==> src/rtl/lssd_pkg.sv <==
package lssd_pkg;
  typedef enum logic [1:0] {
    OP_HOLD    = 2'd0,
    OP_CAPTURE = 2'd1,
    OP_LOAD_A  = 2'd2,
    OP_XFER_B  = 2'd3
  } lssd_op_e;
endpackage

==> src/rtl/lssd_strobe_decode.sv <==
module lssd_strobe_decode
  import lssd_pkg::*;
(
  input  logic     cap_en,
  input  logic     shift_a,
  input  logic     shift_b,
  output lssd_op_e op,
  output logic     conflict
);
  logic [1:0] active_cnt;

  always_comb begin
    active_cnt = {1'b0, cap_en} + {1'b0, shift_a} + {1'b0, shift_b};
    conflict   = (active_cnt > 2'd1);
    op         = OP_HOLD;
    if (!conflict) begin
      if (cap_en)       op = OP_CAPTURE;
      else if (shift_a) op = OP_LOAD_A;
      else if (shift_b) op = OP_XFER_B;
    end
  end
endmodule

==> src/rtl/lssd_cell.sv <==
module lssd_cell
  import lssd_pkg::*;
(
  input  logic     clk,
  input  logic     rst_n,
  input  lssd_op_e op,
  input  logic     func_bit,
  input  logic     ser_in,
  output logic     l1,
  output logic     l2
);
  logic l1_nxt, l2_nxt;
  logic l1_en, l2_en;

  always_comb begin
    l1_en  = (op == OP_CAPTURE) || (op == OP_LOAD_A);
    l2_en  = (op == OP_XFER_B);
    l1_nxt = (op == OP_CAPTURE) ? func_bit : ser_in;
    l2_nxt = l1;
  end

  always_ff @(posedge clk or negedge rst_n) begin
    if (!rst_n) begin
      l1 <= 1'b0;
    end else if (l1_en) begin
      l1 <= l1_nxt;
    end
  end

  always_ff @(posedge clk or negedge rst_n) begin
    if (!rst_n) begin
      l2 <= 1'b0;
    end else if (l2_en) begin
      l2 <= l2_nxt;
    end
  end

  AST_CAPTURE_LOADS_L1: assert property (@(posedge clk) disable iff (!rst_n)
    (op == OP_CAPTURE) |=> (l1 == $past(func_bit)));
  AST_SHIFT_A_LOADS_L1: assert property (@(posedge clk) disable iff (!rst_n)
    (op == OP_LOAD_A) |=> (l1 == $past(ser_in)));
  AST_SHIFT_B_COPIES: assert property (@(posedge clk) disable iff (!rst_n)
    (op == OP_XFER_B) |=> (l2 == $past(l1)));
  AST_L2_ONLY_ON_B: assert property (@(posedge clk) disable iff (!rst_n)
    (op != OP_XFER_B) |=> $stable(l2));
  AST_L1_HELD_ON_B: assert property (@(posedge clk) disable iff (!rst_n)
    (op == OP_XFER_B) |=> $stable(l1));
endmodule

==> src/rtl/lssd_scan_chain.sv <==
module lssd_scan_chain
  import lssd_pkg::*;
#(
  parameter int N = 8
) (
  input  logic         clk,
  input  logic         rst_n,
  input  logic [N-1:0] func_d,
  input  logic         cap_en,
  input  logic         shift_a,
  input  logic         shift_b,
  input  logic         scan_in,
  output logic [N-1:0] l1_q,
  output logic [N-1:0] l2_q,
  output logic         scan_out,
  output logic         strobe_err
);
  localparam int LAST = N - 1;

  lssd_op_e     op;
  logic         conflict;
  logic [N-1:0] ser_link;

  lssd_strobe_decode u_decode (
    .cap_en  (cap_en),
    .shift_a (shift_a),
    .shift_b (shift_b),
    .op      (op),
    .conflict(conflict)
  );

  genvar gi;
  generate
    for (gi = 0; gi < N; gi++) begin : g_cell
      if (gi == 0) begin : g_head
        assign ser_link[gi] = scan_in;
      end else begin : g_body
        assign ser_link[gi] = l2_q[gi-1];
      end
      lssd_cell u_cell (
        .clk     (clk),
        .rst_n   (rst_n),
        .op      (op),
        .func_bit(func_d[gi]),
        .ser_in  (ser_link[gi]),
        .l1      (l1_q[gi]),
        .l2      (l2_q[gi])
      );
    end
  endgenerate

  assign scan_out   = l2_q[LAST];
  assign strobe_err = conflict;

  AST_CONFLICT_HOLDS: assert property (@(posedge clk) disable iff (!rst_n)
    strobe_err |=> ($stable(l1_q) && $stable(l2_q)));
  AST_IDLE_HOLDS: assert property (@(posedge clk) disable iff (!rst_n)
    (!cap_en && !shift_a && !shift_b) |=> ($stable(l1_q) && $stable(l2_q)));
  AST_A_ADVANCES_ONE: assert property (@(posedge clk) disable iff (!rst_n)
    (shift_a && !cap_en && !shift_b) |=> (l1_q == {$past(l2_q[N-2:0]), $past(scan_in)}));
endmodule

==> config.mk <==
export PLATFORM = sky130hd
export DESIGN_NAME = lssd_scan_chain
export DESIGN_NICKNAME = d
export VERILOG_FILES = /design/src/rtl/lssd_pkg.sv /design/src/rtl/lssd_strobe_decode.sv /design/src/rtl/lssd_cell.sv /design/src/rtl/lssd_scan_chain.sv
export SDC_FILE = /design/constraint.sdc
export NUM_CORES = 1
export LEC_CHECK = 0
export ABC_CLOCK_PERIOD_IN_PS = 2400
export BUFFER_PORTS_ARGS = -buffer_cell sky130_fd_sc_hd__buf_2
export CAP_MARGIN = 20
export CORE_AREA = 3 3 46 48
export CTS_BUF_LIST = sky130_fd_sc_hd__clkbuf_16
export CTS_CLUSTER_SIZE = 28
export DETAILED_ROUTE_END_ITERATION = 12
export DIE_AREA = 0 0 49 51
export PLACE_DENSITY = 0.8
export REMOVE_ABC_BUFFERS = 1
export SETUP_SLACK_MARGIN = 0.2
export SLEW_MARGIN = 5
export SYNTH_ARGS = -nofsm -noshare
export SYNTH_HDL_FRONTEND = slang
export SYNTH_SLANG_ARGS = --single-unit
==> constraint.sdc <==
create_clock -name clk -period 2.4 [get_ports clk]
set_input_delay 0.72 -clock clk [delete_from_list [all_inputs] [get_ports clk]]
set_output_delay 0.72 -clock clk [all_outputs]
set_load 0.05 [all_outputs]
* Word level (Yosys, flattened, before mapping)
Cells that the tools add are included.
Cells by class: add/sub/neg operators 2, multiply operators 0, divide/modulo/power cells 0, $lt $le $gt $ge 1, equality and inequality tests 3, shift-type cells 0, muxes and demuxes 12, bitwise operators 0, reductions and logical operators 1
Operators with widths (count):
- $mux W1 | 8
- $mux W2 | 4
- $eq A2 B2 Y1 const B | 2
- $add A1 B1 Y2 | 1
- $add A2 B1 Y2 | 1
- $eq A2 B1 Y1 const B | 1
- $gt A2 B1 Y1 const B | 1
- $logic_or A1 B1 Y1 | 1
Word-level totals: flip-flop bits (word level) 16, bits in latches 0, RAM bits 0, memory bits (read-only) 0, output and inout port bits 18, word-level logic and storage cells 35, memories 0

* Longest topological paths before layout
Gate-level depths: netlist (run 1).
depth in word-level cells 6, depth in mapped cells 7

* Cells and area by module
A second synthesis (run 1) with hierarchy kept.
Unflattened totals: cells, all modules 80, area, all modules 960.9 um^2
By module, submodules not included:
- lssd_cell | instances 8, cells an instance 9, area an instance 112.6 um^2, sequential area each 50.0 um^2
- lssd_strobe_decode | instances 1, cells an instance 7, area an instance 52.6 um^2, sequential area each 0.0 um^2
- lssd_scan_chain | instances 1, cells an instance 1, area an instance 7.5 um^2, sequential area each 0.0 um^2

* Worst setup path after synthesis (run 1)
OpenSTA, ideal clock, no wires.
path type input -> register, from input port cap_en, to register g_cell[5].u_cell.l1, setup time 121 ps, arrival 2059 ps, required time 2279 ps, setup slack 220 ps, stages 7, path buffers 1, cell sequence ha_1 > nand2b_1 > a211o_1 > ha_1 > buf_6 > nand2_1 > o21ai_1
On the way: longest elaborated chain between the ends 6, elaborated cells on any way between the ends 9, those cells by class add/sub (2); order compare (1); eq/ne (2); mux (3); reduce/logical (1)
Ends and longest elaborated chain:
- start, declared | RTL line lssd_scan_chain.sv:9 | input logic cap_en,
- $add A1 B1 Y2 | RTL line lssd_strobe_decode.sv:13 | active_cnt = {1'b0, cap_en} + {1'b0, shift_a} + {1'b0, shift_b};
- $add A2 B1 Y2 | RTL line lssd_strobe_decode.sv:13
- $gt A2 B1 Y1 | RTL line lssd_strobe_decode.sv:14 | conflict = (active_cnt > 2'd1);
- $mux W2 (*) | RTL line lssd_strobe_decode.sv:16 | if (!conflict) begin
- $eq A2 B1 Y1 or $eq A2 B2 Y1 (tied branches) | RTL line lssd_cell.sv:16, lssd_cell.sv:18
- $mux W1 or $logic_or A1 B1 Y1 (tied branches) | RTL line lssd_cell.sv:18, lssd_cell.sv:16
- end signal, assigned | RTL line lssd_cell.sv:26 | l1 <= l1_nxt;
- end, declared | RTL line lssd_cell.sv:9 | output logic l1,
Every way passes the cells marked *; elsewhere a longest branch is shown, timed or not. A chain may end at the register's enable or synchronous reset.

* Worst setup path in the final report (run 1)
from input port cap_en, to output port strobe_err
On the way: longest elaborated chain between the ends 3
Ends and longest elaborated chain:
- $add A1 B1 Y2 | RTL line lssd_strobe_decode.sv:13
- $add A2 B1 Y2 | RTL line lssd_strobe_decode.sv:13
- $gt A2 B1 Y1 | RTL line lssd_strobe_decode.sv:14
- end, declared | RTL line lssd_scan_chain.sv:16 | output logic strobe_err
No other way between the ends.

==> results of run 1 <==
## timing repair
action                     4_1_cts  5_1_grt
hold endpoints to repair         0        0
setup endpoints to repair        9        0
hold buffers                     0        0
resized for setup                4        0
## stage by stage
step                      setup TNS, ns  power [mW]  setup WS, ns  cells  area [µm²]
after floorplan                       0        1.07         0.180     58         738
after global placement           -0.180        1.25       -0.0374    116         940
after detailed placement         -0.912        1.26        -0.132    116         940
after CTS                             0        1.59         0.261    120        1040
after global routing                  0        1.65         0.235    120        1040
final                                 0        1.57         0.263    120        1040
## path summary, 6_finish.rpt
check	endpoint	slack, ns	cells after the start
max	strobe_err	0.26	4
min	g_cell[2].u_cell.l1	0.38	1
max reg2reg	g_cell[0].u_cell.l2	1.61	1
min reg2reg	g_cell[5].u_cell.l1	0.51	2
max in group asynchronous	g_cell[6].u_cell.l1	1.76	1
min in group clk	g_cell[5].u_cell.l1	0.51	2
## logic make-up after synthesis
| group | count (synthesis) |
|---|---|
| adders and majority gates | 3 |
| and+or+nand+nor | 10 |
| AOI/OAI and AO/OA | 13 |
| muxes | 16 |
| DFF | 16 |
| buffers and inverters | 19 |
## routing by layer
layer  share of wire  vias up  GRT usage
met5               0        -          0
met4               0        0     0.0284
met1            0.47      259      0.174
li1                -      284          -
met2            0.45       23      0.199
met3           0.078        0     0.0379
## area by class of cell
cell class	count	area, µm²
clock buffers	3	75.1
fillers	155	706
clock inverters	1	3.75
flip-flops and latches	16	400
multi-input cells	42	353
well taps	25	31.3
repair buffers	33	176
## report_power, final
part / leakage (nW) / internal (mW) / total, mW / switching, mW
registers: 0.204 / 0.387 / 0.470 / 0.0824
logic: 0.290 / 0.201 / 0.786 / 0.585
clock network: 0.0385 / 0.220 / 0.315 / 0.0947
total: 0.533 / 0.809 / 1.57 / 0.762
## critical path, cell delays in order
cell	delay, ns
buf_2	0.12
ha_4	0.24
a21o_2	0.19
buf_6	0.15
## sequential cells by signal, summed over array words and instances (netlist names)
name and cells:
g_cell.u_cell.l1 8, g_cell.u_cell.l2 8
## synth_stat cells (all sizes together)
| cell type | number |
|---|---|
| a21oi | 1 |
| o21ai | 8 |
| mux2i | 8 |
| a211o | 1 |
| buf | 19 |
| a211oi | 1 |
| ha | 3 |
| dfrtp | 16 |
| mux2 | 8 |
| nand2b | 2 |
| nand2 | 8 |
| a21o | 1 |
| a21bo | 1 |
==> impl_results.html, run 1 <==
<table>
<tr><th>Metric</th><th>Value</th></tr>
<tr><th colspan="2">Yosys</th></tr>
<tr><td>Mean area per synthesized cell</td><td>approximately 12 µm²</td></tr>
<tr><td>Fraction of synthesized cell area in xor and xnor cells</td><td>0</td></tr>
<tr><td>Biggest area consumer among synthesized cells</td><td>dfrtp_1</td></tr>
<tr><td>Largest family of logic cells by synthesized area</td><td>multiplexers</td></tr>
<tr><td>Post-synthesis simple-gate area fraction</td><td>0.0561</td></tr>
<tr><td>Top cells by area in the synthesized netlist</td><td>dfrtp_1, buf_4, mux2_2, mux2i_1, o21ai_1</td></tr>
<tr><td>Cell count after synthesis</td><td>77</td></tr>
<tr><td>Area fraction in compound gates after synthesis</td><td>0.0898</td></tr>
<tr><td>Register bit count reported by yosys</td><td>16</td></tr>
<tr><td>Synthesized-area fraction occupied by adder cells</td><td>0.0421</td></tr>
<tr><td>Top cell type's share of synthesized area</td><td>0.449</td></tr>
<tr><td>Yosys warning count</td><td>0</td></tr>
<tr><td>Seq/Total Area, Yosys</td><td>0.449</td></tr>
<tr><td>Post-synthesis cell type count</td><td>15</td></tr>
<tr><td>Mapped cell area</td><td>892 µm²</td></tr>
<tr><td>Mux cell area share after synthesis</td><td>0.191</td></tr>
<tr><th colspan="2">Timing</th></tr>
<tr><td>Transition time at the pin with the least slew margin</td><td>0.355 ns</td></tr>
<tr><td>Period utilisation layout</td><td>0.890</td></tr>
<tr><td>Worst hold slack</td><td>just under 0.4 ns</td></tr>
<tr><td>Total count of hold-check failures in the final report</td><td>0</td></tr>
<tr><td>Worst Clk Skew</td><td>0.000631 ns</td></tr>
<tr><td>Setup repair after global routing missed its margin</td><td>no</td></tr>
<tr><td>Highest achievable clock rate</td><td>468 MHz</td></tr>
<tr><td>Final critical-path required period</td><td>2.14 ns</td></tr>
<tr><td>Worst slew margin relative to its limit</td><td>0.763</td></tr>
<tr><td>Total count of max-transition violations in the final report</td><td>0</td></tr>
<tr><td>Final setup violation count</td><td>0</td></tr>
<tr><th colspan="2">Power and ir drop</th></tr>
<tr><td>Areal power density over the cells</td><td>1510 mW/mm²</td></tr>
<tr><td>Total leakage power</td><td>between 0.5 and 0.6 nW</td></tr>
<tr><td>Maximum ir drop on the vdd rail</td><td>0.000905 V</td></tr>
<tr><th colspan="2">Placed design</th></tr>
<tr><td>Port Buf Inserts</td><td>31</td></tr>
<tr><td>Weighted congestion at the end of routability-driven global placement</td><td>0.701</td></tr>
<tr><td>Half-perimeter wire length after placement</td><td>1.15 mm</td></tr>
<tr><th colspan="2">Floorplanning</th></tr>
<tr><td>Initial core utilization</td><td>0.511</td></tr>
<tr><td>Floorplan row count</td><td>15</td></tr>
<tr><td>Floorplan Core Area</td><td>0.00175 mm²</td></tr>
<tr><td>I/O pin total</td><td>32</td></tr>
<tr><td>Vertical die dimension</td><td>51 µm</td></tr>
<tr><td>Overall die width</td><td>49 µm</td></tr>
<tr><td>Area enclosed by the die boundary</td><td>0.00250 mm²</td></tr>
<tr><th colspan="2">GRT</th></tr>
<tr><td>First-pass GRT wire length</td><td>around 2.5 mm</td></tr>
<tr><td>GRT Total Usage</td><td>0.127</td></tr>
<tr><td>Largest net degree at the start of global routing</td><td>17</td></tr>
<tr><td>Number of antenna violations at the first check in global routing</td><td>0</td></tr>
<tr><td>Total grt overflow</td><td>0</td></tr>
<tr><td>Vias in the first global route</td><td>549</td></tr>
<tr><th colspan="2">Finish</th></tr>
<tr><td>Share of final-layout standard cells stronger than drive strength 1</td><td>0.516</td></tr>
<tr><td>Leading cell type in the layout, fill and taps excluded</td><td>buf_2</td></tr>
<tr><td>Post-layout nets</td><td>113</td></tr>
<tr><td>Area growth, synth to finish</td><td>16.6%</td></tr>
<tr><td>Leading cell types in the layout, fill and taps excluded</td><td>buf_2, dfrtp_1</td></tr>
<tr><td>Utilization after layout</td><td>0.596</td></tr>
<tr><td>Diodes inserted</td><td>0</td></tr>
<tr><th colspan="2">Clock network</th></tr>
<tr><td>TritonCTS buffer count</td><td>3</td></tr>
<tr><td>CTS tree</td><td>yes</td></tr>
<tr><td>Clock latency reported for the late side of the worst-skew pair</td><td>0.24 ns</td></tr>
<tr><td>Clock-pin transition on the worst setup and hold timing paths</td><td>0.05 ns</td></tr>
<tr><td>TritonCTS Sinks</td><td>16</td></tr>
<tr><td>Deepest level of the CTS H-tree</td><td>1</td></tr>
<tr><td>Clock tree root buffer cell</td><td>clkbuf_16</td></tr>
<tr><td>Bufs on Longest Clock Path</td><td>2</td></tr>
<tr><td>Post-CTS setup buffer count</td><td>0</td></tr>
<tr><th colspan="2">Routing</th></tr>
<tr><td>Detail Route Antenna Nets</td><td>0</td></tr>
<tr><td>Final routed DRC violation total</td><td>0</td></tr>
<tr><td>Via total after detailed routing</td><td>566</td></tr>
<tr><td>Routed Wire Length</td><td>1.52 mm</td></tr>
<tr><td>First-pass iteration count of the detailed router</td><td>4</td></tr>
<tr><td>DRC marker count from the first detailed-route iteration</td><td>6</td></tr>
<tr><td>Number of vias per cell after detailed routing</td><td>4.72</td></tr>
<tr><td>Drt wl/cell</td><td>12.7 µm</td></tr>
<tr><th colspan="2">Critical path</th></tr>
<tr><td>Data required, critical path</td><td>1.68 ns</td></tr>
<tr><td>Top fanout value on the critical path</td><td>3</td></tr>
<tr><td>Critical Path AT</td><td>1.42 ns</td></tr>
<tr><td>Startpoint kind of the worst setup timing path</td><td>primary input</td></tr>
<tr><td>Reg-to-Reg Start</td><td>g_cell[0].u_cell.l2</td></tr>
<tr><td>Crit path from</td><td>cap_en</td></tr>
<tr><td>Worst setup EP type</td><td>output pin</td></tr>
<tr><td>Setup Crit Path Kind</td><td>in -&gt; out</td></tr>
<tr><th colspan="2">Run</th></tr>
<tr><td>Max_cap viols</td><td>0</td></tr>
<tr><th colspan="2">Min path</th></tr>
<tr><td>Hold Path Class</td><td>in -&gt; async</td></tr>
<tr><th colspan="2">Status</th></tr>
<tr><td>Outcome</td><td>finished, final reports clean</td></tr>
</table>
Note: power is estimated with default switching activity, not from simulation.
==> run 2, diff against run 1 <==
--- a/config.mk
+++ b/config.mk
@@ -8,12 +8,12 @@
 export ABC_CLOCK_PERIOD_IN_PS = 2400
 export BUFFER_PORTS_ARGS = -buffer_cell sky130_fd_sc_hd__buf_2
 export CAP_MARGIN = 20
-export CORE_AREA = 3 3 46 48
+export CORE_AREA = 3 3 52 54
 export CTS_BUF_LIST = sky130_fd_sc_hd__clkbuf_16
 export CTS_CLUSTER_SIZE = 28
 export DETAILED_ROUTE_END_ITERATION = 12
-export DIE_AREA = 0 0 49 51
-export PLACE_DENSITY = 0.8
+export DIE_AREA = 0 0 55 57
+export PLACE_DENSITY_LB_ADDON = 0.3
 export REMOVE_ABC_BUFFERS = 1
 export SETUP_SLACK_MARGIN = 0.2
 export SLEW_MARGIN = 5
==> impl_results.html, run 2 (synthesized netlist as in run 1, its figures left out) <==
<table>
<tr><th>Metric</th><th>Value</th></tr>
<tr><th colspan="2">Routing</th></tr>
<tr><td>DRC marker count from the first detailed-route iteration</td><td>2 (-4)</td></tr>
<tr><td>Final routed DRC violation total</td><td>0 (unchanged)</td></tr>
<tr><td>Routed Wire Length</td><td>1.61 mm (+5.5%)</td></tr>
<tr><td>Detail Route Antenna Nets</td><td>0 (unchanged)</td></tr>
<tr><td>Via total after detailed routing</td><td>596 (+5.3%)</td></tr>
<tr><td>Number of vias per cell after detailed routing</td><td>4.77 (+1.1%)</td></tr>
<tr><td>Drt wl/cell</td><td>12.8 µm (+1.3%)</td></tr>
<tr><td>First-pass iteration count of the detailed router</td><td>3 (-1)</td></tr>
<tr><th colspan="2">Floorplanning</th></tr>
<tr><td>Floorplan Core Area</td><td>0.00225 mm² (+29%)</td></tr>
<tr><td>Vertical die dimension</td><td>57 µm (+12%)</td></tr>
<tr><td>Floorplan row count</td><td>17 (+2)</td></tr>
<tr><td>Overall die width</td><td>55 µm (+12%)</td></tr>
<tr><td>Initial core utilization</td><td>0.396 (-0.115)</td></tr>
<tr><td>I/O pin total</td><td>32 (unchanged)</td></tr>
<tr><td>Area enclosed by the die boundary</td><td>0.00314 mm² (+25%)</td></tr>
<tr><th colspan="2">Finish</th></tr>
<tr><td>Utilization after layout</td><td>0.473 (-0.123)</td></tr>
<tr><td>Leading cell type in the layout, fill and taps excluded</td><td>buf_2</td></tr>
<tr><td>Final Non-Filler Cells</td><td>125 (+4.2%)</td></tr>
<tr><td>Area growth, synth to finish</td><td>19.5%</td></tr>
<tr><td>Post-layout nets</td><td>116 (+2.7%)</td></tr>
<tr><td>Design Area, Final</td><td>0.00107 mm² (+2.5%)</td></tr>
<tr><td>Leading cell types in the layout, fill and taps excluded</td><td>buf_2, dfrtp_1</td></tr>
<tr><td>Regs by FF count</td><td>g_cell.u_cell.l1 (8), g_cell.u_cell.l2 (8)</td></tr>
<tr><td>Diodes inserted</td><td>0 (unchanged)</td></tr>
<tr><td>Share of final-layout standard cells stronger than drive strength 1</td><td>0.546 (+0.0306)</td></tr>
<tr><th colspan="2">Placed design</th></tr>
<tr><td>Half-perimeter wire length after placement</td><td>1.23 mm (+6.4%)</td></tr>
<tr><td>Weighted congestion at the end of routability-driven global placement</td><td>0.683 (-2.6%)</td></tr>
<tr><td>Post-detailed-placement cell area</td><td>966 µm² (+2.8%)</td></tr>
<tr><td>Port Buf Inserts</td><td>31 (unchanged)</td></tr>
<tr><td>Number of placed instances, taps included</td><td>122 (+5.2%)</td></tr>
<tr><th colspan="2">Clock network</th></tr>
<tr><td>Clock tree root buffer cell</td><td>clkbuf_16</td></tr>
<tr><td>Post-CTS setup buffer count</td><td>0 (unchanged)</td></tr>
<tr><td>Count of hold-fix buffers inserted at cts</td><td>0 (unchanged)</td></tr>
<tr><td>Clock-pin transition on the worst setup and hold timing paths</td><td>0.05 ns (about the same)</td></tr>
<tr><td>TritonCTS Sinks</td><td>16 (unchanged)</td></tr>
<tr><td>TritonCTS buffer count</td><td>3 (unchanged)</td></tr>
<tr><td>CTS tree</td><td>yes</td></tr>
<tr><td>Clock latency reported for the late side of the worst-skew pair</td><td>0.24 ns (about the same)</td></tr>
<tr><td>Bufs on Longest Clock Path</td><td>2 (unchanged)</td></tr>
<tr><td>Deepest level of the CTS H-tree</td><td>1 (unchanged)</td></tr>
<tr><th colspan="2">Timing</th></tr>
<tr><td>Worst slew margin relative to its limit</td><td>0.761 (-0.00170)</td></tr>
<tr><td>Setup repair after global routing missed its margin</td><td>no</td></tr>
<tr><td>Worst Clk Skew</td><td>0.000530 ns (-0.000102 ns)</td></tr>
<tr><td>Total count of hold-check failures in the final report</td><td>0 (unchanged)</td></tr>
<tr><td>Total negative slack</td><td>0 ns (unchanged)</td></tr>
<tr><td>Highest achievable clock rate</td><td>467 MHz (-0.19%)</td></tr>
<tr><td>Final critical-path required period</td><td>2.14 ns (+0.00400 ns)</td></tr>
<tr><td>Period utilisation layout</td><td>0.892 (+0.00167)</td></tr>
<tr><td>Transition time at the pin with the least slew margin</td><td>0.358 ns (+0.00255 ns)</td></tr>
<tr><td>Total count of max-transition violations in the final report</td><td>0 (unchanged)</td></tr>
<tr><td>Final setup violation count</td><td>0 (unchanged)</td></tr>
<tr><th colspan="2">GRT</th></tr>
<tr><td>GRT Total Usage</td><td>0.109 (-0.0184)</td></tr>
<tr><td>Vias in the first global route</td><td>605 (+10%)</td></tr>
<tr><td>First-pass GRT wire length</td><td>2.56 mm (+1.9%)</td></tr>
<tr><td>GR Layer Usage met2</td><td>0.166 (-0.0336)</td></tr>
<tr><td>Total grt overflow</td><td>0 (unchanged)</td></tr>
<tr><td>Most congested layer reported by global routing</td><td>met2</td></tr>
<tr><td>Met3 demand-to-capacity share in global routing</td><td>0.0313 (-0.00657)</td></tr>
<tr><td>GRT met1 Usage</td><td>0.149 (-0.0245)</td></tr>
<tr><td>Largest net degree at the start of global routing</td><td>17 (unchanged)</td></tr>
<tr><td>Number of antenna violations at the first check in global routing</td><td>0 (unchanged)</td></tr>
<tr><th colspan="2">Power and ir drop</th></tr>
<tr><td>Maximum ir drop on the vdd rail</td><td>0.000717 V (-21%)</td></tr>
<tr><td>Areal power density over the cells</td><td>1470 mW/mm² (-2.7%)</td></tr>
<tr><td>Total leakage power</td><td>0.547 nW (+2.6%)</td></tr>
<tr><td>Overall Power</td><td>1.57 mW (-0.26%)</td></tr>
<tr><th colspan="2">Run</th></tr>
<tr><td>Max_cap viols</td><td>0 (unchanged)</td></tr>
<tr><th colspan="2">Critical path</th></tr>
<tr><td>Worst Path Buf+Inv</td><td>2 (unchanged)</td></tr>
<tr><td>Delay of the slowest critical-path stage</td><td>0.24 ns (about the same)</td></tr>
<tr><td>Setup Crit Path Kind</td><td>in -&gt; out</td></tr>
<tr><td>Critical Path AT</td><td>1.42 ns (about the same)</td></tr>
<tr><td>Startpoint kind of the worst setup timing path</td><td>primary input</td></tr>
<tr><td>Top fanout value on the critical path</td><td>3 (unchanged)</td></tr>
<tr><td>Worst setup EP type</td><td>output pin</td></tr>
<tr><td>Cell class contributing the biggest share of worst-path delay</td><td>buffers and inverters</td></tr>
<tr><td>Cell-by-cell trace of the critical path</td><td>buf_2 &gt; ha_4 &gt; a21o_2 &gt; buf_6</td></tr>
<tr><td>Cell at the slowest stage of the critical path</td><td>ha_4</td></tr>
<tr><td>Data required, critical path</td><td>1.68 ns (about the same)</td></tr>
<tr><th colspan="2">Min path</th></tr>
<tr><td>Hold Path Class</td><td>in -&gt; async</td></tr>
<tr><th colspan="2">Status</th></tr>
<tr><td>Outcome</td><td>finished, final reports clean</td></tr>
</table>
## run 2: cell count changes in the layout (fill, tap and decap cells not counted)
cell      delta
buf_4        +3
a21oi_2      +1
clkinv_1     -1
a21oi_1      -1
## run 2: final cells by class
| cell class | instances | area, µm² |
|---|---|---|
| fillers | 233 | 1190 |
| repair buffers | 36 | 199 |
| well taps | 28 | 35.0 |
| clock buffers | 3 | 75.1 |
| flip-flops and latches | 16 | 400 |
| multi-input cells | 42 | 357 |
## run 2: worst paths after layout
| check | end | cells after the start | slack (ns) | startpoint |
|---|---|---|---|---|
| setup / recovery | strobe_err | 4 | 0.26 | cap_en |
| hold / removal | g_cell[2].u_cell.l2 | 1 | 0.39 | rst_n |
| setup reg to reg | g_cell[2].u_cell.l2 | 1 | 1.62 | g_cell[2].u_cell.l2 |
| hold reg to reg | g_cell[5].u_cell.l1 | 2 | 0.50 | g_cell[5].u_cell.l1 |
| max in group asynchronous | g_cell[6].u_cell.l2 | 1 | 1.75 | rst_n |
| min in group clk | g_cell[5].u_cell.l1 | 2 | 0.50 | g_cell[5].u_cell.l1 |
## run 2: routing by layer
metal,wire length [µm],vias up
met4,12,0
li1,-,289
met2,764,19
met5,0,-
met3,101,2
met1,727,286
## run 2: power breakdown
part | switching, mW | internal (mW)
registers | 0.0803 | 0.387
logic | 0.588 | 0.206
clock network | 0.0881 | 0.217
total | 0.756 | 0.811
## run 2: metrics by stage
step	hold WS, ns	worst slack [ns]
after global placement	0.493	-0.0423
after floorplan	0.424	0.180
after detailed placement	0.492	-0.0903
after global routing	0.411	0.241
final	0.389	0.260
after CTS	0.401	0.164
## run 2: timing repair
action,4_1_cts,5_1_grt
hold endpoints to repair,0,0
endpoints found under the setup margin,10,15
gates resized for setup,2,3
==> run 3, diff against run 2 <==
--- a/config.mk
+++ b/config.mk
@@ -8,12 +8,12 @@
 export ABC_CLOCK_PERIOD_IN_PS = 2400
 export BUFFER_PORTS_ARGS = -buffer_cell sky130_fd_sc_hd__buf_2
 export CAP_MARGIN = 20
-export CORE_AREA = 3 3 52 54
+export CORE_AREA = 2 2 51 53
 export CTS_BUF_LIST = sky130_fd_sc_hd__clkbuf_16
 export CTS_CLUSTER_SIZE = 28
 export DETAILED_ROUTE_END_ITERATION = 12
-export DIE_AREA = 0 0 55 57
-export PLACE_DENSITY_LB_ADDON = 0.3
+export DIE_AREA = 0 0 53 55
+export PLACE_DENSITY_LB_ADDON = 0.15
 export REMOVE_ABC_BUFFERS = 1
 export SETUP_SLACK_MARGIN = 0.2
 export SLEW_MARGIN = 5
==> impl_results.html, run 3 (synthesized netlist as in run 1, its figures left out) <==
<table>
<tr><th>Metric</th><th>Value</th></tr>
<tr><th colspan="2">Placed design</th></tr>
<tr><td>Port Buf Inserts</td><td>31 (unchanged)</td></tr>
<tr><td>Number of placed instances, taps included</td><td>123 (+0.82%)</td></tr>
<tr><td>Weighted congestion at the end of routability-driven global placement</td><td>0.666 (-2.4%)</td></tr>
<tr><td>Place WS</td><td>-0.118 ns (-0.0281 ns)</td></tr>
<tr><td>Half-perimeter wire length after placement</td><td>1.13 mm (-8.4%)</td></tr>
<tr><th colspan="2">Finish</th></tr>
<tr><td>Regs by FF count</td><td>g_cell.u_cell.l1 (8), g_cell.u_cell.l2 (8)</td></tr>
<tr><td>Filler cell count in the final layout</td><td>248 (+6.4%)</td></tr>
<tr><td>Area growth, synth to finish</td><td>18.5%</td></tr>
<tr><td>Diodes inserted</td><td>0 (unchanged)</td></tr>
<tr><td>Area used by sequential logic in the layout</td><td>400 µm² (unchanged)</td></tr>
<tr><td>Post-layout nets</td><td>115 (-0.86%)</td></tr>
<tr><td>Area taken by multi-input logic gates</td><td>353 µm² (-1.1%)</td></tr>
<tr><td>Leading cell types in the layout, fill and taps excluded</td><td>buf_2, dfrtp_1</td></tr>
<tr><td>Leading cell type in the layout, fill and taps excluded</td><td>buf_2</td></tr>
<tr><td>Final Non-Filler Cells</td><td>126 (+0.80%)</td></tr>
<tr><td>Share of final-layout standard cells stronger than drive strength 1</td><td>0.531 (-0.0151)</td></tr>
<tr><th colspan="2">Routing</th></tr>
<tr><td>DRC marker count from the first detailed-route iteration</td><td>4 (+2)</td></tr>
<tr><td>Met1 layer wirelength in the final routing</td><td>713 µm (-1.9%)</td></tr>
<tr><td>Via total after detailed routing</td><td>567 (-4.9%)</td></tr>
<tr><td>Detailed route wirelength on metal2</td><td>721 µm (-5.6%)</td></tr>
<tr><td>Detail Route Antenna Nets</td><td>0 (unchanged)</td></tr>
<tr><td>Final routed DRC violation total</td><td>0 (unchanged)</td></tr>
<tr><td>Number of vias per cell after detailed routing</td><td>4.50 (-5.6%)</td></tr>
<tr><td>First-pass iteration count of the detailed router</td><td>2 (-1)</td></tr>
<tr><td>Drt wl/cell</td><td>12.0 µm (-6.2%)</td></tr>
<tr><td>Met3 wire length</td><td>72 µm (-29%)</td></tr>
<tr><td>Routed Wire Length</td><td>1.52 mm (-5.5%)</td></tr>
<tr><td>Highest routed metal layer</td><td>met4</td></tr>
<tr><th colspan="2">Critical path</th></tr>
<tr><td>Delay of the slowest critical-path stage</td><td>0.24 ns (about the same)</td></tr>
<tr><td>Cell-by-cell trace of the critical path</td><td>buf_2 &gt; ha_4 &gt; a21o_2 &gt; buf_6</td></tr>
<tr><td>Worst setup EP type</td><td>output pin</td></tr>
<tr><td>Startpoint kind of the worst setup timing path</td><td>primary input</td></tr>
<tr><td>Critical Path AT</td><td>1.42 ns (about the same)</td></tr>
<tr><td>Worst Path Buf+Inv</td><td>2 (unchanged)</td></tr>
<tr><td>Reg-to-Reg Start</td><td>g_cell[1].u_cell.l1</td></tr>
<tr><td>R2R cell count</td><td>1 (unchanged)</td></tr>
<tr><td>Crit path from</td><td>cap_en</td></tr>
<tr><td>Register-to-Register Setup Slack</td><td>1.62 ns (about the same)</td></tr>
<tr><td>Endpoint of the lowest-slack register-to-register path</td><td>g_cell[1].u_cell.l2</td></tr>
<tr><td>Data required, critical path</td><td>1.68 ns (about the same)</td></tr>
<tr><td>Top fanout value on the critical path</td><td>3 (unchanged)</td></tr>
<tr><td>Cell class contributing the biggest share of worst-path delay</td><td>buffers and inverters</td></tr>
<tr><td>Cell at the slowest stage of the critical path</td><td>ha_4</td></tr>
<tr><td>Number of stages on the worst setup path</td><td>4 (unchanged)</td></tr>
<tr><td>Setup Crit Path Kind</td><td>in -&gt; out</td></tr>
<tr><th colspan="2">Clock network</th></tr>
<tr><td>TritonCTS Sinks</td><td>16 (unchanged)</td></tr>
<tr><td>Clock-pin transition on the worst setup and hold timing paths</td><td>0.05 ns (about the same)</td></tr>
<tr><td>Deepest level of the CTS H-tree</td><td>1 (unchanged)</td></tr>
<tr><td>TritonCTS buffer count</td><td>3 (unchanged)</td></tr>
<tr><td>Bufs on Longest Clock Path</td><td>2 (unchanged)</td></tr>
<tr><td>Clock tree root buffer cell</td><td>clkbuf_16</td></tr>
<tr><td>CTS tree</td><td>yes</td></tr>
<tr><td>Clock latency reported for the late side of the worst-skew pair</td><td>0.24 ns (about the same)</td></tr>
<tr><td>Post-CTS setup buffer count</td><td>0 (unchanged)</td></tr>
<tr><td>Count of hold-fix buffers inserted at cts</td><td>0 (unchanged)</td></tr>
<tr><th colspan="2">Status</th></tr>
<tr><td>Outcome</td><td>finished, final reports clean</td></tr>
<tr><th colspan="2">Power and ir drop</th></tr>
<tr><td>Maximum ir drop on the vdd rail</td><td>0.000626 V (-13%)</td></tr>
<tr><td>Areal power density over the cells</td><td>1480 mW/mm² (+0.93%)</td></tr>
<tr><td>Total leakage power</td><td>0.541 nW (-0.94%)</td></tr>
<tr><th colspan="2">GRT</th></tr>
<tr><td>Total grt overflow</td><td>0 (unchanged)</td></tr>
<tr><td>First-pass GRT wire length</td><td>2.46 mm (-3.8%)</td></tr>
<tr><td>Largest net degree at the start of global routing</td><td>17 (unchanged)</td></tr>
<tr><td>GRT Total Usage</td><td>0.120 (+0.0111)</td></tr>
<tr><td>Vias in the first global route</td><td>564 (-6.8%)</td></tr>
<tr><td>Number of antenna violations at the first check in global routing</td><td>0 (unchanged)</td></tr>
<tr><th colspan="2">Timing</th></tr>
<tr><td>Final critical-path required period</td><td>2.14 ns (-0.00147 ns)</td></tr>
<tr><td>Worst hold slack</td><td>0.383 ns (-0.00621 ns)</td></tr>
<tr><td>Total negative slack</td><td>0 ns (unchanged)</td></tr>
<tr><td>Final critical-path setup slack</td><td>0.261 ns (+0.00147 ns)</td></tr>
<tr><td>Total count of hold-check failures in the final report</td><td>0 (unchanged)</td></tr>
<tr><td>Final setup violation count</td><td>0 (unchanged)</td></tr>
<tr><td>Period utilisation layout</td><td>0.891 (about the same)</td></tr>
<tr><td>Highest achievable clock rate</td><td>468 MHz (about the same)</td></tr>
<tr><td>Transition time at the pin with the least slew margin</td><td>0.357 ns (-0.000723 ns)</td></tr>
<tr><td>Total count of max-transition violations in the final report</td><td>0 (unchanged)</td></tr>
<tr><td>Worst Clk Skew</td><td>0.000800 ns (+0.000270 ns)</td></tr>
<tr><td>Worst slew margin relative to its limit</td><td>0.762 (about the same)</td></tr>
<tr><td>Setup repair after global routing missed its margin</td><td>no</td></tr>
<tr><th colspan="2">Floorplanning</th></tr>
<tr><td>Vertical die dimension</td><td>55 µm (-3.5%)</td></tr>
<tr><td>Floorplan row count</td><td>18 (+1)</td></tr>
<tr><td>Initial core utilization</td><td>0.377 (-0.0184)</td></tr>
<tr><td>I/O pin total</td><td>32 (unchanged)</td></tr>
<tr><td>Overall die width</td><td>53 µm (-3.6%)</td></tr>
<tr><td>Floorplan Core Area</td><td>0.00236 mm² (+4.9%)</td></tr>
<tr><td>Area enclosed by the die boundary</td><td>0.00292 mm² (-7.0%)</td></tr>
<tr><th colspan="2">Min path</th></tr>
<tr><td>Hold Path Class</td><td>in -&gt; async</td></tr>
<tr><th colspan="2">Run</th></tr>
<tr><td>Max_cap viols</td><td>0 (unchanged)</td></tr>
</table>
## run 3: report_power, final
group | switching (mW) | internal (mW) | total (mW)
clock | 0.0973 | 0.218 | 0.316
sequential | 0.0797 | 0.387 | 0.467
combinational | 0.582 | 0.204 | 0.786
total | 0.759 | 0.809 | 1.57
## run 3: worst max-delay path by stage
stage                     endpoint  slack, ns
2_1_floorplan  g_cell[7].u_cell.l2       0.18
3_3_place_gp   g_cell[0].u_cell.l1      -0.08
3_5_place_dp   g_cell[0].u_cell.l1      -0.12
4_1_cts                 strobe_err       0.26
5_1_grt        g_cell[0].u_cell.l2       0.20
6_report                strobe_err       0.26
## run 3: area by class of cell
type | count | area share
Clock buffer | 3 | 0.0710
Sequential cell | 16 | 0.379
Timing Repair Buffer | 35 | 0.181
Multi-Input combinational cell | 42 | 0.334
Tap cell | 30 | 0.0355
## run 3: routing by layer
layer	GRT usage	up-vias
li1	-	288
met1	0.147	264
met2	0.192	13
met3	0.0269	2
met4	0.0769	0
met5	0	-
## run 3: what timing repair did
item	CTS	global route
hold endpoints to repair	0	0
endpoints found under the setup margin	9	0
resized for setup	4	0
## run 3: metrics by stage
stage | total power, mW | utilization | cell area [µm²]
finish | 1.57 | 0.447 | 1060
global route | 1.65 | 0.447 | 1060
CTS | 1.59 | 0.447 | 1060
detailed placement | 1.26 | 0.406 | 961
global placement | 1.25 | 0.406 | 961
floorplan | 1.07 | - | 738
